## src/rtl/dma_burst_pkg.sv

```systemverilog
package dma_burst_pkg;
  typedef enum logic [3:0] {
    ST_IDLE   = 4'd0,
    ST_PRD_HI = 4'd1,
    ST_PRD_LO = 4'd2,
    ST_DWR    = 4'd3,
    ST_DRD    = 4'd4,
    ST_PWR_HI = 4'd5,
    ST_PWR_LO = 4'd6,
    ST_DONE   = 4'd7
  } seq_state_e;

  typedef enum logic {
    DIR_TO_DRAM = 1'b0,
    DIR_TO_PER  = 1'b1
  } xfer_dir_e;
endpackage

```

## src/rtl/dma_addr_gen.sv

```systemverilog
module dma_addr_gen #(
  parameter int DRAM_AW    = 24,
  parameter int PER_BAW    = 11,
  parameter int PER_DW     = 32,
  parameter int BEATS      = 8,
  parameter int BEAT_BYTES = 8
) (
  input  logic                        clk_i,
  input  logic                        rst_ni,
  input  logic                        load_i,
  input  logic                        take_per_i,
  input  logic                        per_step_i,
  input  logic                        beat_step_i,
  input  logic [DRAM_AW-1:0]          dram_addr_i,
  input  logic [PER_BAW-1:0]          per_addr_i,
  output logic [DRAM_AW-1:0]          dram_addr_o,
  output logic [PER_BAW-$clog2(PER_DW/8)-1:0] per_waddr_o,
  output logic                        first_beat_o,
  output logic                        last_beat_o
);
  localparam int OFF_W   = $clog2(BEAT_BYTES);
  localparam int PER_OFF = $clog2(PER_DW/8);
  localparam int PWA     = PER_BAW - PER_OFF;
  localparam int CNT_W   = $clog2(BEATS);

  logic [DRAM_AW-1:0] dram_q;
  logic [PWA-1:0]     per_q;
  logic [CNT_W-1:0]   beat_q;
  logic               unused_low;

  assign unused_low = ^{dram_addr_i[OFF_W-1:0], per_addr_i[PER_OFF-1:0]};

  always_ff @(posedge clk_i or negedge rst_ni) begin
    if (!rst_ni) begin
      dram_q <= '0;
      beat_q <= '0;
    end else if (load_i) begin
      dram_q <= {dram_addr_i[DRAM_AW-1:OFF_W], {OFF_W{1'b0}}};
      beat_q <= '0;
    end else if (beat_step_i) begin
      dram_q <= dram_q + DRAM_AW'(BEAT_BYTES);
      beat_q <= beat_q + 1'b1;
    end
  end

  always_ff @(posedge clk_i or negedge rst_ni) begin
    if (!rst_ni)          per_q <= '0;
    else if (take_per_i)  per_q <= per_addr_i[PER_BAW-1:PER_OFF];
    else if (per_step_i)  per_q <= per_q + 1'b1;
  end

  assign dram_addr_o  = dram_q;
  assign per_waddr_o  = per_q;
  assign first_beat_o = (beat_q == '0);
  assign last_beat_o  = (beat_q == CNT_W'(BEATS-1));

  AST_BEAT_STEP: assert property (@(posedge clk_i) disable iff (!rst_ni)
    (beat_step_i && !load_i) |=> (dram_addr_o == $past(dram_addr_o) + DRAM_AW'(BEAT_BYTES)));
  AST_PER_STEP: assert property (@(posedge clk_i) disable iff (!rst_ni)
    (per_step_i && !take_per_i) |=> (per_waddr_o == $past(per_waddr_o) + 1'b1));
  AST_ADDR_HOLD: assert property (@(posedge clk_i) disable iff (!rst_ni)
    (!beat_step_i && !load_i) |=> $stable(dram_addr_o));
endmodule

```

## src/rtl/dma_stage_buf.sv

```systemverilog
module dma_stage_buf #(
  parameter int PER_DW = 32
) (
  input  logic                  clk_i,
  input  logic                  rst_ni,
  input  logic                  cap_hi_i,
  input  logic                  cap_lo_i,
  input  logic                  cap_beat_i,
  input  logic                  sel_lo_i,
  input  logic [PER_DW-1:0]     per_rdata_i,
  input  logic [2*PER_DW-1:0]   dram_rdata_i,
  output logic [2*PER_DW-1:0]   dram_wdata_o,
  output logic [PER_DW-1:0]     per_wdata_o
);
  localparam int DRAM_DW = 2 * PER_DW;

  logic [PER_DW-1:0] half_q [2];

  // half 1 = upper (first) word, half 0 = lower (second) word
  for (genvar h = 0; h < 2; h++) begin : g_half
    logic cap_word;
    assign cap_word = (h == 1) ? cap_hi_i : cap_lo_i;
    always_ff @(posedge clk_i or negedge rst_ni) begin
      if (!rst_ni)         half_q[h] <= '0;
      else if (cap_beat_i) half_q[h] <= dram_rdata_i[h*PER_DW +: PER_DW];
      else if (cap_word)   half_q[h] <= per_rdata_i;
    end
  end

  assign dram_wdata_o = {half_q[1], half_q[0]};
  assign per_wdata_o  = sel_lo_i ? half_q[0] : half_q[1];

  AST_CAP_EXCL: assert property (@(posedge clk_i) disable iff (!rst_ni)
    $countones({cap_hi_i, cap_lo_i, cap_beat_i}) <= 1);
  AST_BEAT_LOAD: assert property (@(posedge clk_i) disable iff (!rst_ni)
    cap_beat_i |=> (dram_wdata_o == $past(dram_rdata_i)));
endmodule

```

## src/rtl/dma_gnt_wdog.sv

```systemverilog
module dma_gnt_wdog #(
  parameter int GNT_LIMIT = 128
) (
  input  logic clk_i,
  input  logic rst_ni,
  input  logic wait_i,
  input  logic gnt_i,
  output logic overrun_o
);
  localparam int CW = $clog2(GNT_LIMIT + 1);

  logic [CW-1:0] cnt_q;
  logic          ovr_q;

  always_ff @(posedge clk_i or negedge rst_ni) begin
    if (!rst_ni) begin
      cnt_q <= '0;
      ovr_q <= 1'b0;
    end else if (wait_i && !gnt_i) begin
      if (cnt_q == CW'(GNT_LIMIT)) ovr_q <= 1'b1;
      else                         cnt_q <= cnt_q + 1'b1;
    end else begin
      cnt_q <= '0;
    end
  end

  assign overrun_o = ovr_q;

  AST_OVR_STICKY: assert property (@(posedge clk_i) disable iff (!rst_ni)
    overrun_o |=> overrun_o);
  AST_OVR_RISE: assert property (@(posedge clk_i) disable iff (!rst_ni)
    $rose(overrun_o) |-> $past(wait_i && !gnt_i));
  AST_CNT_BOUND: assert property (@(posedge clk_i) disable iff (!rst_ni)
    cnt_q <= CW'(GNT_LIMIT));
endmodule

```

## src/rtl/dma_burst_fsm.sv

```systemverilog
module dma_burst_fsm
  import dma_burst_pkg::*;
(
  input  logic       clk_i,
  input  logic       rst_ni,
  input  logic       start_i,
  input  logic       dir_i,
  input  logic       dram_gnt_i,
  input  logic       per_ack_i,
  input  logic       last_beat_i,
  output seq_state_e state_o,
  output logic       start_acc_o,
  output logic       dram_req_o,
  output logic       dram_we_o,
  output logic       per_req_o,
  output logic       per_we_o,
  output logic       per_lo_o,
  output logic       dram_fire_o,
  output logic       per_fire_o,
  output logic       beat_step_o,
  output logic       done_o
);
  seq_state_e st_q, st_d;

  assign dram_req_o  = (st_q == ST_DWR) || (st_q == ST_DRD);
  assign dram_we_o   = (st_q == ST_DWR);
  assign per_req_o   = (st_q == ST_PRD_HI) || (st_q == ST_PRD_LO) ||
                       (st_q == ST_PWR_HI) || (st_q == ST_PWR_LO);
  assign per_we_o    = (st_q == ST_PWR_HI) || (st_q == ST_PWR_LO);
  assign per_lo_o    = (st_q == ST_PRD_LO) || (st_q == ST_PWR_LO);
  assign dram_fire_o = dram_req_o && dram_gnt_i;
  assign per_fire_o  = per_req_o && per_ack_i;
  assign start_acc_o = (st_q == ST_IDLE) && start_i;
  assign beat_step_o = ((st_q == ST_DWR) && dram_gnt_i) || ((st_q == ST_PWR_LO) && per_ack_i);
  assign done_o      = (st_q == ST_DONE);

  always_comb begin
    st_d = st_q;
    unique case (st_q)
      ST_IDLE:   if (start_i) st_d = (xfer_dir_e'(dir_i) == DIR_TO_PER) ? ST_DRD : ST_PRD_HI;
      ST_PRD_HI: if (per_ack_i) st_d = ST_PRD_LO;
      ST_PRD_LO: if (per_ack_i) st_d = ST_DWR;
      ST_DWR:    if (dram_gnt_i) st_d = last_beat_i ? ST_DONE : ST_PRD_HI;
      ST_DRD:    if (dram_gnt_i) st_d = ST_PWR_HI;
      ST_PWR_HI: if (per_ack_i) st_d = ST_PWR_LO;
      ST_PWR_LO: if (per_ack_i) st_d = last_beat_i ? ST_DONE : ST_DRD;
      ST_DONE:   st_d = ST_IDLE;
      default:   st_d = ST_IDLE;
    endcase
  end

  always_ff @(posedge clk_i or negedge rst_ni) begin
    if (!rst_ni) st_q <= ST_IDLE;
    else         st_q <= st_d;
  end

  assign state_o = st_q;

  AST_REQ_EXCL: assert property (@(posedge clk_i) disable iff (!rst_ni)
    !(dram_req_o && per_req_o));
  AST_DRAM_HOLD: assert property (@(posedge clk_i) disable iff (!rst_ni)
    (dram_req_o && !dram_gnt_i) |=> (dram_req_o && $stable(dram_we_o)));
  AST_PER_HOLD: assert property (@(posedge clk_i) disable iff (!rst_ni)
    (per_req_o && !per_ack_i) |=> (per_req_o && $stable(per_we_o) && $stable(per_lo_o)));
  AST_DONE_ONE: assert property (@(posedge clk_i) disable iff (!rst_ni)
    done_o |=> (!done_o && state_o == ST_IDLE));
  AST_START_GO: assert property (@(posedge clk_i) disable iff (!rst_ni)
    (state_o == ST_IDLE && start_i) |=> (state_o != ST_IDLE));
  AST_BUSY_NO_START: assert property (@(posedge clk_i) disable iff (!rst_ni)
    (state_o != ST_IDLE && state_o != ST_DONE && !dram_gnt_i && !per_ack_i) |=>
      $stable(state_o));
endmodule

```

## src/rtl/dma_burst_seq.sv

```systemverilog
module dma_burst_seq
  import dma_burst_pkg::*;
#(
  parameter int DRAM_AW   = 24,
  parameter int PER_BAW   = 11,
  parameter int PER_DW    = 32,
  parameter int BEATS     = 8,
  parameter int GNT_LIMIT = 128
) (
  input  logic                      clk_i,
  input  logic                      rst_ni,
  input  logic                      start_i,
  input  logic                      dir_i,
  input  logic [DRAM_AW-1:0]        dram_addr_i,
  input  logic [PER_BAW-1:0]        per_addr_i,
  output logic                      busy_o,
  output logic                      done_o,
  output logic [3:0]                state_o,
  output logic [DRAM_AW-1:0]        dram_addr_o,
  output logic                      overrun_o,
  output logic                      dram_req_o,
  output logic                      dram_we_o,
  input  logic                      dram_gnt_i,
  output logic [2*PER_DW-1:0]       dram_wdata_o,
  input  logic [2*PER_DW-1:0]       dram_rdata_i,
  output logic                      per_req_o,
  output logic                      per_we_o,
  input  logic                      per_ack_i,
  output logic [PER_BAW-$clog2(PER_DW/8)-1:0] per_waddr_o,
  output logic [PER_DW-1:0]         per_wdata_o,
  input  logic [PER_DW-1:0]         per_rdata_i
);
  localparam int DRAM_DW    = 2 * PER_DW;
  localparam int BEAT_BYTES = DRAM_DW / 8;

  seq_state_e st;
  logic start_acc, per_lo, dram_fire, per_fire, beat_step;
  logic first_beat, last_beat, take_per;

  dma_burst_fsm u_fsm (
    .clk_i       (clk_i),
    .rst_ni      (rst_ni),
    .start_i     (start_i),
    .dir_i       (dir_i),
    .dram_gnt_i  (dram_gnt_i),
    .per_ack_i   (per_ack_i),
    .last_beat_i (last_beat),
    .state_o     (st),
    .start_acc_o (start_acc),
    .dram_req_o  (dram_req_o),
    .dram_we_o   (dram_we_o),
    .per_req_o   (per_req_o),
    .per_we_o    (per_we_o),
    .per_lo_o    (per_lo),
    .dram_fire_o (dram_fire),
    .per_fire_o  (per_fire),
    .beat_step_o (beat_step),
    .done_o      (done_o)
  );

  // to DRAM: take peripheral address at start; to peripheral: at first DRAM grant
  assign take_per = (start_acc && (xfer_dir_e'(dir_i) == DIR_TO_DRAM)) ||
                    (dram_fire && !dram_we_o && first_beat);

  dma_addr_gen #(
    .DRAM_AW    (DRAM_AW),
    .PER_BAW    (PER_BAW),
    .PER_DW     (PER_DW),
    .BEATS      (BEATS),
    .BEAT_BYTES (BEAT_BYTES)
  ) u_addr (
    .clk_i        (clk_i),
    .rst_ni       (rst_ni),
    .load_i       (start_acc),
    .take_per_i   (take_per),
    .per_step_i   (per_fire),
    .beat_step_i  (beat_step),
    .dram_addr_i  (dram_addr_i),
    .per_addr_i   (per_addr_i),
    .dram_addr_o  (dram_addr_o),
    .per_waddr_o  (per_waddr_o),
    .first_beat_o (first_beat),
    .last_beat_o  (last_beat)
  );

  dma_stage_buf #(
    .PER_DW (PER_DW)
  ) u_buf (
    .clk_i        (clk_i),
    .rst_ni       (rst_ni),
    .cap_hi_i     (per_fire && !per_we_o && !per_lo),
    .cap_lo_i     (per_fire && !per_we_o && per_lo),
    .cap_beat_i   (dram_fire && !dram_we_o),
    .sel_lo_i     (per_lo),
    .per_rdata_i  (per_rdata_i),
    .dram_rdata_i (dram_rdata_i),
    .dram_wdata_o (dram_wdata_o),
    .per_wdata_o  (per_wdata_o)
  );

  dma_gnt_wdog #(
    .GNT_LIMIT (GNT_LIMIT)
  ) u_wdog (
    .clk_i     (clk_i),
    .rst_ni    (rst_ni),
    .wait_i    (dram_req_o),
    .gnt_i     (dram_gnt_i),
    .overrun_o (overrun_o)
  );

  assign state_o = st;
  assign busy_o  = (st != ST_IDLE);

  AST_BUSY_STATE: assert property (@(posedge clk_i) disable iff (!rst_ni)
    start_acc |=> (busy_o && state_o != 4'd0));
endmodule

```

## config.mk

```make
export PLATFORM = sky130hd
export DESIGN_NAME = dma_burst_seq
export DESIGN_NICKNAME = d
export VERILOG_FILES = /design/src/rtl/dma_burst_pkg.sv /design/src/rtl/dma_addr_gen.sv /design/src/rtl/dma_stage_buf.sv /design/src/rtl/dma_gnt_wdog.sv /design/src/rtl/dma_burst_fsm.sv /design/src/rtl/dma_burst_seq.sv
export SDC_FILE = /design/constraint.sdc
export NUM_CORES = 1
export LEC_CHECK = 0
export BUFFER_PORTS_ARGS = -buffer_cell sky130_fd_sc_hd__buf_2
export CORE_ASPECT_RATIO = 1.1
export CORE_UTILIZATION = 45
export CTS_CLUSTER_SIZE = 20
export DETAILED_ROUTE_END_ITERATION = 10
export PLACE_DENSITY = 0.83
export REMOVE_ABC_BUFFERS = 1
export SLEW_MARGIN = 20
export SYNTH_ARGS = -nofsm -noshare
export SYNTH_HDL_FRONTEND = slang
export SYNTH_HIERARCHICAL = 1
export SYNTH_SLANG_ARGS = --single-unit
export TNS_END_PERCENT = 50
```

## constraint.sdc

```tcl
create_clock -name clk_i -period 3.9 [get_ports clk_i]
set_input_delay 0.195 -clock clk_i [delete_from_list [all_inputs] [get_ports clk_i]]
set_output_delay 0.195 -clock clk_i [all_outputs]
set_load 0.02 [all_outputs]
```

==> insert_results.sql, run 1 <==
INSERT INTO impl_metrics (metric_group, metric, value, unit) VALUES
('outcome', 'run_status', 'complete, no violations', ''),
('global_route', 'track_usage', '0.231', ''),
('critical_path', 'crit_family', 'simple AND/OR/NAND/NOR gates', ''),
('global_route', 'grt_start_max_net_pins', '75', ''),
('timing', 'finalCriticalPeriod', '2.71', 'ns'),
('floorplan', 'area_of_the_die', '14400', 'um^2'),
('power_and_ir_drop', 'combinationalPowerShare', '0.553', ''),
('final_layout', 'post_route_cells_drive_above_1_share', '0.386', ''),
('timing', 'timing.final.max_slew_violations', '0', ''),
('global_route', 'antenna_found_initial', '0', ''),
('hold_path', 'hold_path_depth', '3', ''),
('timing', 'layout_worst_path_cycle_share', '0.695', ''),
('power_and_ir_drop', 'p_seq_frac', '0.318', ''),
('drt', 'vias_per_cell', '5.19', ''),
('timing', 'worst_slew_pin_slew', '0.705', 'ns'),
('place', 'final_wtd_congestion', '0.819', ''),
('global_route', 'wire_length_of_the_first_global_routing_pass', '26000', 'um'),
('final_layout', 'num-fill-cells', '1148', ''),
('power_and_ir_drop', 'sw_frac_of_total', '0.463', ''),
('synthesis', 'proportion_of_synthesized_chip_area_in_sequential_cells', '0.436', ''),
('critical_path', 'crit_slowest_cell', 'nor4_1', ''),
('power_and_ir_drop', 'pwr-share-clk', '0.129', ''),
('cts', 'cts_tree', 'yes', ''),
('power_and_ir_drop', 'total_power', '6.85', 'mW'),
('cts', 'post_cts_hold_buffer_count', '1', ''),
('timing', 'fin_setup_tns', '0', 'ns'),
('global_route', 'first_global_vias', '5284', ''),
('synthesis', 'synth_top_flop_cell', 'dfrtp_1', ''),
('flow_run', 'max-cap-violations', '0', ''),
('synthesis', 'post-synth-top-area-cell', 'dfrtp_1', ''),
('synthesis', 'yosys_warnings', '6', ''),
('synthesis', 'synth.cell_area', '6250', 'um^2'),
('drt', 'drt.antenna.violating_nets', '0', ''),
('floorplan', 'floorplan.rows', '44', ''),
('power_and_ir_drop', 'static-leakage-power', '3.63', 'nW'),
('drt', 'first_pass_iters', '5', ''),
('critical_path', 'critical_path_cell_by_cell', 'nor2b_1, nand2_1, a21boi_1, buf_4, nand4_1, nor4_1, a31o_2, a31oi_1', ''),
('timing', 'rsz0062_at_grt', 'false', ''),
('critical_path', 'timing.reg2reg.setup_slack', '1.19', 'ns'),
('cts', 'clk_pin_slew', '0.07', 'ns'),
('timing', 'clock.fmax', '369', 'MHz'),
('timing', 'max-slew-margin-rel', '0.530', ''),
('timing', 'hold_ws', '0.0539', 'ns'),
('timing', 'setup-violations-final', '0', ''),
('floorplan', 'die_height', '126', 'um'),
('power_and_ir_drop', 'irDropWorstVdd', '0.403', 'mV'),
('cts', 'ctsResizeCount', '0', ''),
('drt', 'detail_route.wirelength', '16300', 'um'),
('critical_path', 'crit_type', 'reg2reg', ''),
('cts', 'cts.path.max_buffers', '2', ''),
('synthesis', 'synth_edf_count', '0', ''),
('synthesis', 'synth_cell_types', '55', ''),
('floorplan', 'top_level_ports', '277', ''),
('cts', 'clk_root_buffer_cell', 'clkbuf_16', ''),
('synthesis', 'netlist_instances', '614', ''),
('power_and_ir_drop', 'p_int', '3.68', 'mW'),
('synthesis', 'async_flop_share', '1.00', ''),
('floorplan', 'core_area', '13400', 'um^2'),
('critical_path', 'path_buf_inv', '1', ''),
('synthesis', 'synth.ff_latch_count', '109', ''),
('critical_path', 'timing.critical_path.arrival', '2.92', 'ns'),
('hold_path', 'worstHoldPathType', 'in2reg', ''),
('synthesis', 'syn_area_per_cell', '10.2', 'um^2'),
('final_layout', 'final_cell_mix', 'buf_2, dfrtp_1, nand2_1', ''),
('final_layout', 'antennaDiodeCount', '0', ''),
('final_layout', 'nNetsFinal', '1006', ''),
('cts', 'worstSkewPairLatency', '0.35', 'ns'),
('critical_path', 'critPathMaxFanout', '14', ''),
('timing', 'finClkSkew', '0.00584', 'ns'),
('global_route', 'grt_overflow_total', '0', ''),
('cts', 'cts_inserted_buffers', '9', '');
[state kept, by name (all words and copies together) (netlist names)]
signal              flops
u_buf/dram_wdata_o     64
u_addr/dram_addr_o     21
u_addr/per_waddr_o      9
u_wdog/cnt_q            8
u_addr/beat_q           3
u_fsm/state_o           3
u_wdog/overrun_o        1
[power groups by stage]
stage	Combinational, mW	Clock [mW]	Sequential, mW
CTS	3.82	0.913	2.18
floorplan	2.12	0	2.69
global route	4.12	0.960	2.26
finish	3.79	0.885	2.18
detailed placement	3.81	0	2.19
global placement	3.73	0	2.17
[metal layers]
metal / share of wire / GRT usage
met4: 0.021 / 0.0894
met1: 0.41 / 0.275
met2: 0.50 / 0.401
met3: 0.062 / 0.0538
met5: 0 / 0
[cell type report]
type,instances,area [um^2],share of cell area
timing repair buffer,278,1440,0.183
tap,184,230,0.0294
sequential,109,2730,0.348
clock inverter,2,35.0,0.00447
multi-input combinational,452,3120,0.398
clock buffer,13,240,0.0307
inverter,12,45.0,0.00575
[metrics by stage]
stage,instance area (um^2),instances,util,worst slack [ns]
after global routing,7840,1050,0.586,1.03
after floorplan,5870,573,-,-2.59
after detailed placement,7550,1034,0.564,1.26
final,7840,1050,0.586,1.19
after CTS,7840,1050,0.586,1.23
after global placement,7550,1034,0.564,1.29
[worst register-to-register path, delay by kind of cell (launching register included)]
family                 cells  cell delay, ns
AOI/OAI and AO/OA          3            0.50
DFF                        1            0.52
buffers and inverters      1            0.21
and+or+nand+nor            4            1.35
[synthesized netlist by cell type (all sizes together) (6+ instances only)]
| master | instances |
|---|---|
| nor2b | 7 |
| xnor2 | 12 |
| mux2i | 69 |
| nor3 | 6 |
| o21ai | 92 |
| dfrtp | 109 |
| nand2 | 104 |
| nand3 | 12 |
| mux2 | 33 |
| a31oi | 6 |
| or3 | 6 |
| nor2 | 18 |
| nand4 | 14 |
| clkbuf | 7 |
| inv | 12 |
| xor2 | 14 |
| ha | 7 |
| buf | 36 |
[logic make-up after synthesis]
family	count (synthesis)	share of synthesized area
and+or+nand+nor	195	0.152
AOI/OAI and AO/OA	118	0.104
DFF	109	0.436
muxes	102	0.188
buffers and inverters	55	0.0687
xor gates and xnor gates	26	0.0364
adders and majority gates	7	0.0140
other	2	0.00120
[path summary, 6_finish.rpt]
check,startpoint,endpoint
setup / recovery,u_fsm/state_o[2]$_DFFE_PN0P_,u_addr/dram_addr_o[18]$_DFFE_PN0N_
min in group asynchronous,rst_ni,u_buf/dram_wdata_o[0]$_DFFE_PN0P_
setup reg to reg,u_fsm/state_o[2]$_DFFE_PN0P_,u_addr/dram_addr_o[18]$_DFFE_PN0N_
hold / removal,dram_addr_i[3],u_addr/dram_addr_o[3]$_DFFE_PN0N_
hold reg to reg,u_wdog/overrun_o$_DFFE_PN0P_,u_wdog/overrun_o$_DFFE_PN0P_
max in group asynchronous,rst_ni,u_addr/dram_addr_o[23]$_DFFE_PN0N_
No activity file was read; power rests on OpenSTA's default activity.
==> inputs of run 2 (changes only) <==
--- a/config.mk
+++ b/config.mk
@@ -7,7 +7,7 @@
 export LEC_CHECK = 0
 export BUFFER_PORTS_ARGS = -buffer_cell sky130_fd_sc_hd__buf_2
 export CORE_ASPECT_RATIO = 1.1
-export CORE_UTILIZATION = 45
+export CORE_UTILIZATION = 43
 export CTS_CLUSTER_SIZE = 20
 export DETAILED_ROUTE_END_ITERATION = 10
 export PLACE_DENSITY = 0.83
==> constraint.sdc (replaced) <==
create_clock -name clk_i -period 2.3 [get_ports clk_i]
set_input_delay 0.115 -clock clk_i [delete_from_list [all_inputs] [get_ports clk_i]]
set_output_delay 0.115 -clock clk_i [all_outputs]
set_load 0.02 [all_outputs]
==> run 2 against run 1 <==
Wire length increased by 18%. Critical path depth stayed put. Sequential share of layout area decreased by 4.2 points. Final cell count increased by 9.4%. Register-to-register slack worse by 1.0 ns. Clock skew down 0.00088 ns. Fmax is 27% higher. Worst setup slack worse by 1.0 ns. Largest cell class unchanged. Highest routed layer unchanged.
==> insert_results.sql, run 2 (synthesized netlist as in run 1, its figures left out) <==
INSERT INTO impl_metrics (metric_group, metric, value, unit) VALUES
('final_layout', 'layout_commonest_cell', 'buf_2', ''),
('hold_path', 'holdCritStartpoint', 'dram_rdata_i[37]', ''),
('critical_path', 'cp-startpoint', 'u_fsm/state_o[2]$_DFFE_PN0P_', ''),
('critical_path', 'element_type_at_the_critical_path_start', 'register', ''),
('critical_path', 'crit_slowest_cell', 'or4_1', ''),
('place', 'final_wtd_congestion', '0.828', ''),
('global_route', 'grt_start_max_net_pins', '129', ''),
('cts', 'cts.path.max_buffers', '2', ''),
('global_route', 'grt_overflow_total', '0', ''),
('critical_path', 'path_buf_inv', '1', ''),
('cts', 'cts_tree', 'yes', ''),
('critical_path', 'critPathMaxFanout', '7', ''),
('final_layout', 'nNetsFinal', '1100', ''),
('floorplan', 'top_level_ports', '277', ''),
('drt', 'drt_drc_violations_left', '0', ''),
('floorplan', 'die_x', '117', 'um'),
('power_and_ir_drop', 'cellPowerDensity', '1410', 'nW/um^2'),
('cts', 'clk_pin_slew', '0.07', 'ns'),
('power_and_ir_drop', 'irDropWorstVdd', '1.16', 'mV'),
('floorplan', 'core_area', '14000', 'um^2'),
('hold_path', 'worstHoldPathType', 'in2reg', ''),
('place', 'dp.final_hpwl', '12300', 'um'),
('cts', 'worstSkewPairLatency', '0.35', 'ns'),
('drt', 'vias_per_cell', '5.24', ''),
('final_layout', 'post_route_cells_drive_above_1_share', '0.367', ''),
('drt', 'drt_iter0_drc', '416', ''),
('drt', 'drt.antenna.violating_nets', '0', ''),
('timing', 'max-slew-margin-rel', '0.635', ''),
('cts', 'cts_inserted_buffers', '9', ''),
('outcome', 'run_status', 'complete, no violations', ''),
('power_and_ir_drop', 'pwr-share-clk', '0.158', ''),
('cts', 'clock_sink_count', '109', ''),
('final_layout', 'num-fill-cells', '1083', ''),
('final_layout', 'antennaDiodeCount', '0', ''),
('floorplan', 'die_height', '128', 'um'),
('place', 'port-buffer-count', '267', ''),
('drt', 'route.detailed.wl_per_inst', '16.7', 'um'),
('critical_path', 'critPathMostFrequentCell', 'nand2_1', ''),
('timing', 'finClkSkew', '0.00496', 'ns'),
('timing', 'layout_worst_path_cycle_share', '0.929', ''),
('drt', 'wl_met2', '9780', 'um'),
('drt', 'met3_wirelength', '1550', 'um'),
('timing', 'setup-violations-final', '0', ''),
('power_and_ir_drop', 'static-leakage-power', '4.10', 'nW'),
('final_layout', 'post_layout_nonfiller_instances', '1149', ''),
('flow_run', 'max-cap-violations', '0', ''),
('cts', 'clk_root_buffer_cell', 'clkbuf_16', ''),
('floorplan', 'area_of_the_die', '15000', 'um^2'),
('power_and_ir_drop', 'combinationalPowerShare', '0.551', ''),
('drt', 'first_pass_iters', '5', ''),
('global_route', 'track_usage', '0.249', ''),
('cts', 'htree_levels', '3', ''),
('timing', 'worst_slew_pin_slew', '0.548', 'ns'),
('timing', 'endpoints_failing_hold', '0', ''),
('critical_path', 'worst_path_largest_cell_delay', '0.48', 'ns'),
('final_layout', 'area_growth_syn_to_layout', '42.8', '%'),
('critical_path', 'required', '2.57', 'ns'),
('drt', 'vias', '6026', ''),
('power_and_ir_drop', 'p_seq_frac', '0.292', ''),
('place', 'place.detailed.instances', '1045', ''),
('global_route', 'antenna_found_initial', '0', ''),
('critical_path', 'crit_type', 'reg2reg', ''),
('drt', 'detail_route.wirelength', '19200', 'um'),
('critical_path', 'critical_path_cell_by_cell', 'nor2b_1, nand2_1, a21boi_2, buf_4, and4_1, nand2_1, or4_1, a31oi_1', ''),
('floorplan', 'floorplan.rows', '45', ''),
('critical_path', 'timing.critical_path.arrival', '2.40', 'ns'),
('power_and_ir_drop', 'sw_frac_of_total', '0.452', ''),
('global_route', 'first_global_vias', '5927', ''),
('power_and_ir_drop', 'p_int', '6.92', 'mW'),
('timing', 'timing.final.max_slew_violations', '0', ''),
('critical_path', 'crit_family', 'simple AND/OR/NAND/NOR gates', ''),
('timing', 'finalCriticalPeriod', '2.14', 'ns'),
('power_and_ir_drop', 'total_power', '12.6', 'mW'),
('critical_path', 'reg2reg_from', 'u_fsm/state_o[2]$_DFFE_PN0P_', ''),
('drt', 'dr.max_layer_used', 'met4', ''),
('timing', 'clock.fmax', '468', 'MHz'),
('drt', 'm1WireLength', '7170', 'um'),
('critical_path', 'worstSetupEndpointType', 'register', ''),
('power_and_ir_drop', 'power.net_switching', '5.70', 'mW'),
('global_route', 'wire_length_of_the_first_global_routing_pass', '28700', 'um'),
('final_layout', 'final_cell_mix', 'buf_2, dfrtp_1, nand2_1', ''),
('floorplan', 'floorplan.initialDensity', '0.446', ''),
('final_layout', 'number_of_flip_flops_under_the_largest_register_name', '64', '');
## run 2: cell type report
cell class,instances,area [um^2],share of cell area
well taps,188,235,0.0264
inverters,12,45.0,0.00505
clock inverters,6,159,0.0178
clock buffers,10,229,0.0257
flip-flops and latches,109,2730,0.306
repair buffers,372,2400,0.269
multi-input cells,452,3130,0.351
## run 2: path summary, 6_finish.rpt
| kind | endpoint | slack [ns] | cells past startpoint |
|---|---|---|---|
| max | u_addr/dram_addr_o[21]$_DFFE_PN0N_ | 0.16 | 8 |
| min | u_buf/dram_wdata_o[37]$_DFFE_PN0P_ | 0.01 | 3 |
| max reg2reg | u_addr/dram_addr_o[21]$_DFFE_PN0N_ | 0.16 | 8 |
| min reg2reg | u_wdog/overrun_o$_DFFE_PN0P_ | 0.47 | 1 |
| max in group asynchronous | u_buf/dram_wdata_o[38]$_DFFE_PN0P_ | 1.35 | 3 |
| min in group asynchronous | u_addr/beat_q[1]$_DFFE_PN0N_ | 0.26 | 2 |
## run 2: power groups by stage
stage	combinational, mW	clock [mW]	sequential, mW
final	6.95	1.99	3.68
after global routing	7.44	2.12	3.79
after CTS	6.81	2.03	3.66
after detailed placement	6.68	0	3.69
after global placement	6.56	0	3.63
after floorplan	3.49	0	4.56
## run 2: metrics by stage
step	TNS [ns]	util	worst slack [ns]	hold slack, ns	instance area [um^2]
global placement	0	0.546	0.146	0.115	7660
CTS	0	0.633	0.0888	0.00137	8880
detailed placement	0	0.546	0.0885	0.116	7660
finish	0	0.637	0.163	0.00966	8930
floorplan	-317.68	-	-4.19	-0.181	5870
global route	-0.0149	0.637	-0.0149	0.000271	8930
## run 2: metal layers
layer	global-route usage	vias up
met3	0.0768	46
li1	-	2830
met2	0.453	298
met5	0	-
met4	0.107	0
met1	0.262	2852
## run 2: worst min-delay path: stages
cell	delay, ns
buf_2	0.08
nand2_1	0.04
o21ai_1	0.08
## run 2: repair_timing
item                                   in CTS  in global routing
endpoints found under the hold margin     117                  0
setup endpoints to repair                   0                  5
buffers inserted                            0                  5
gates resized for setup                     0                  3
hold buffers                               83                  0
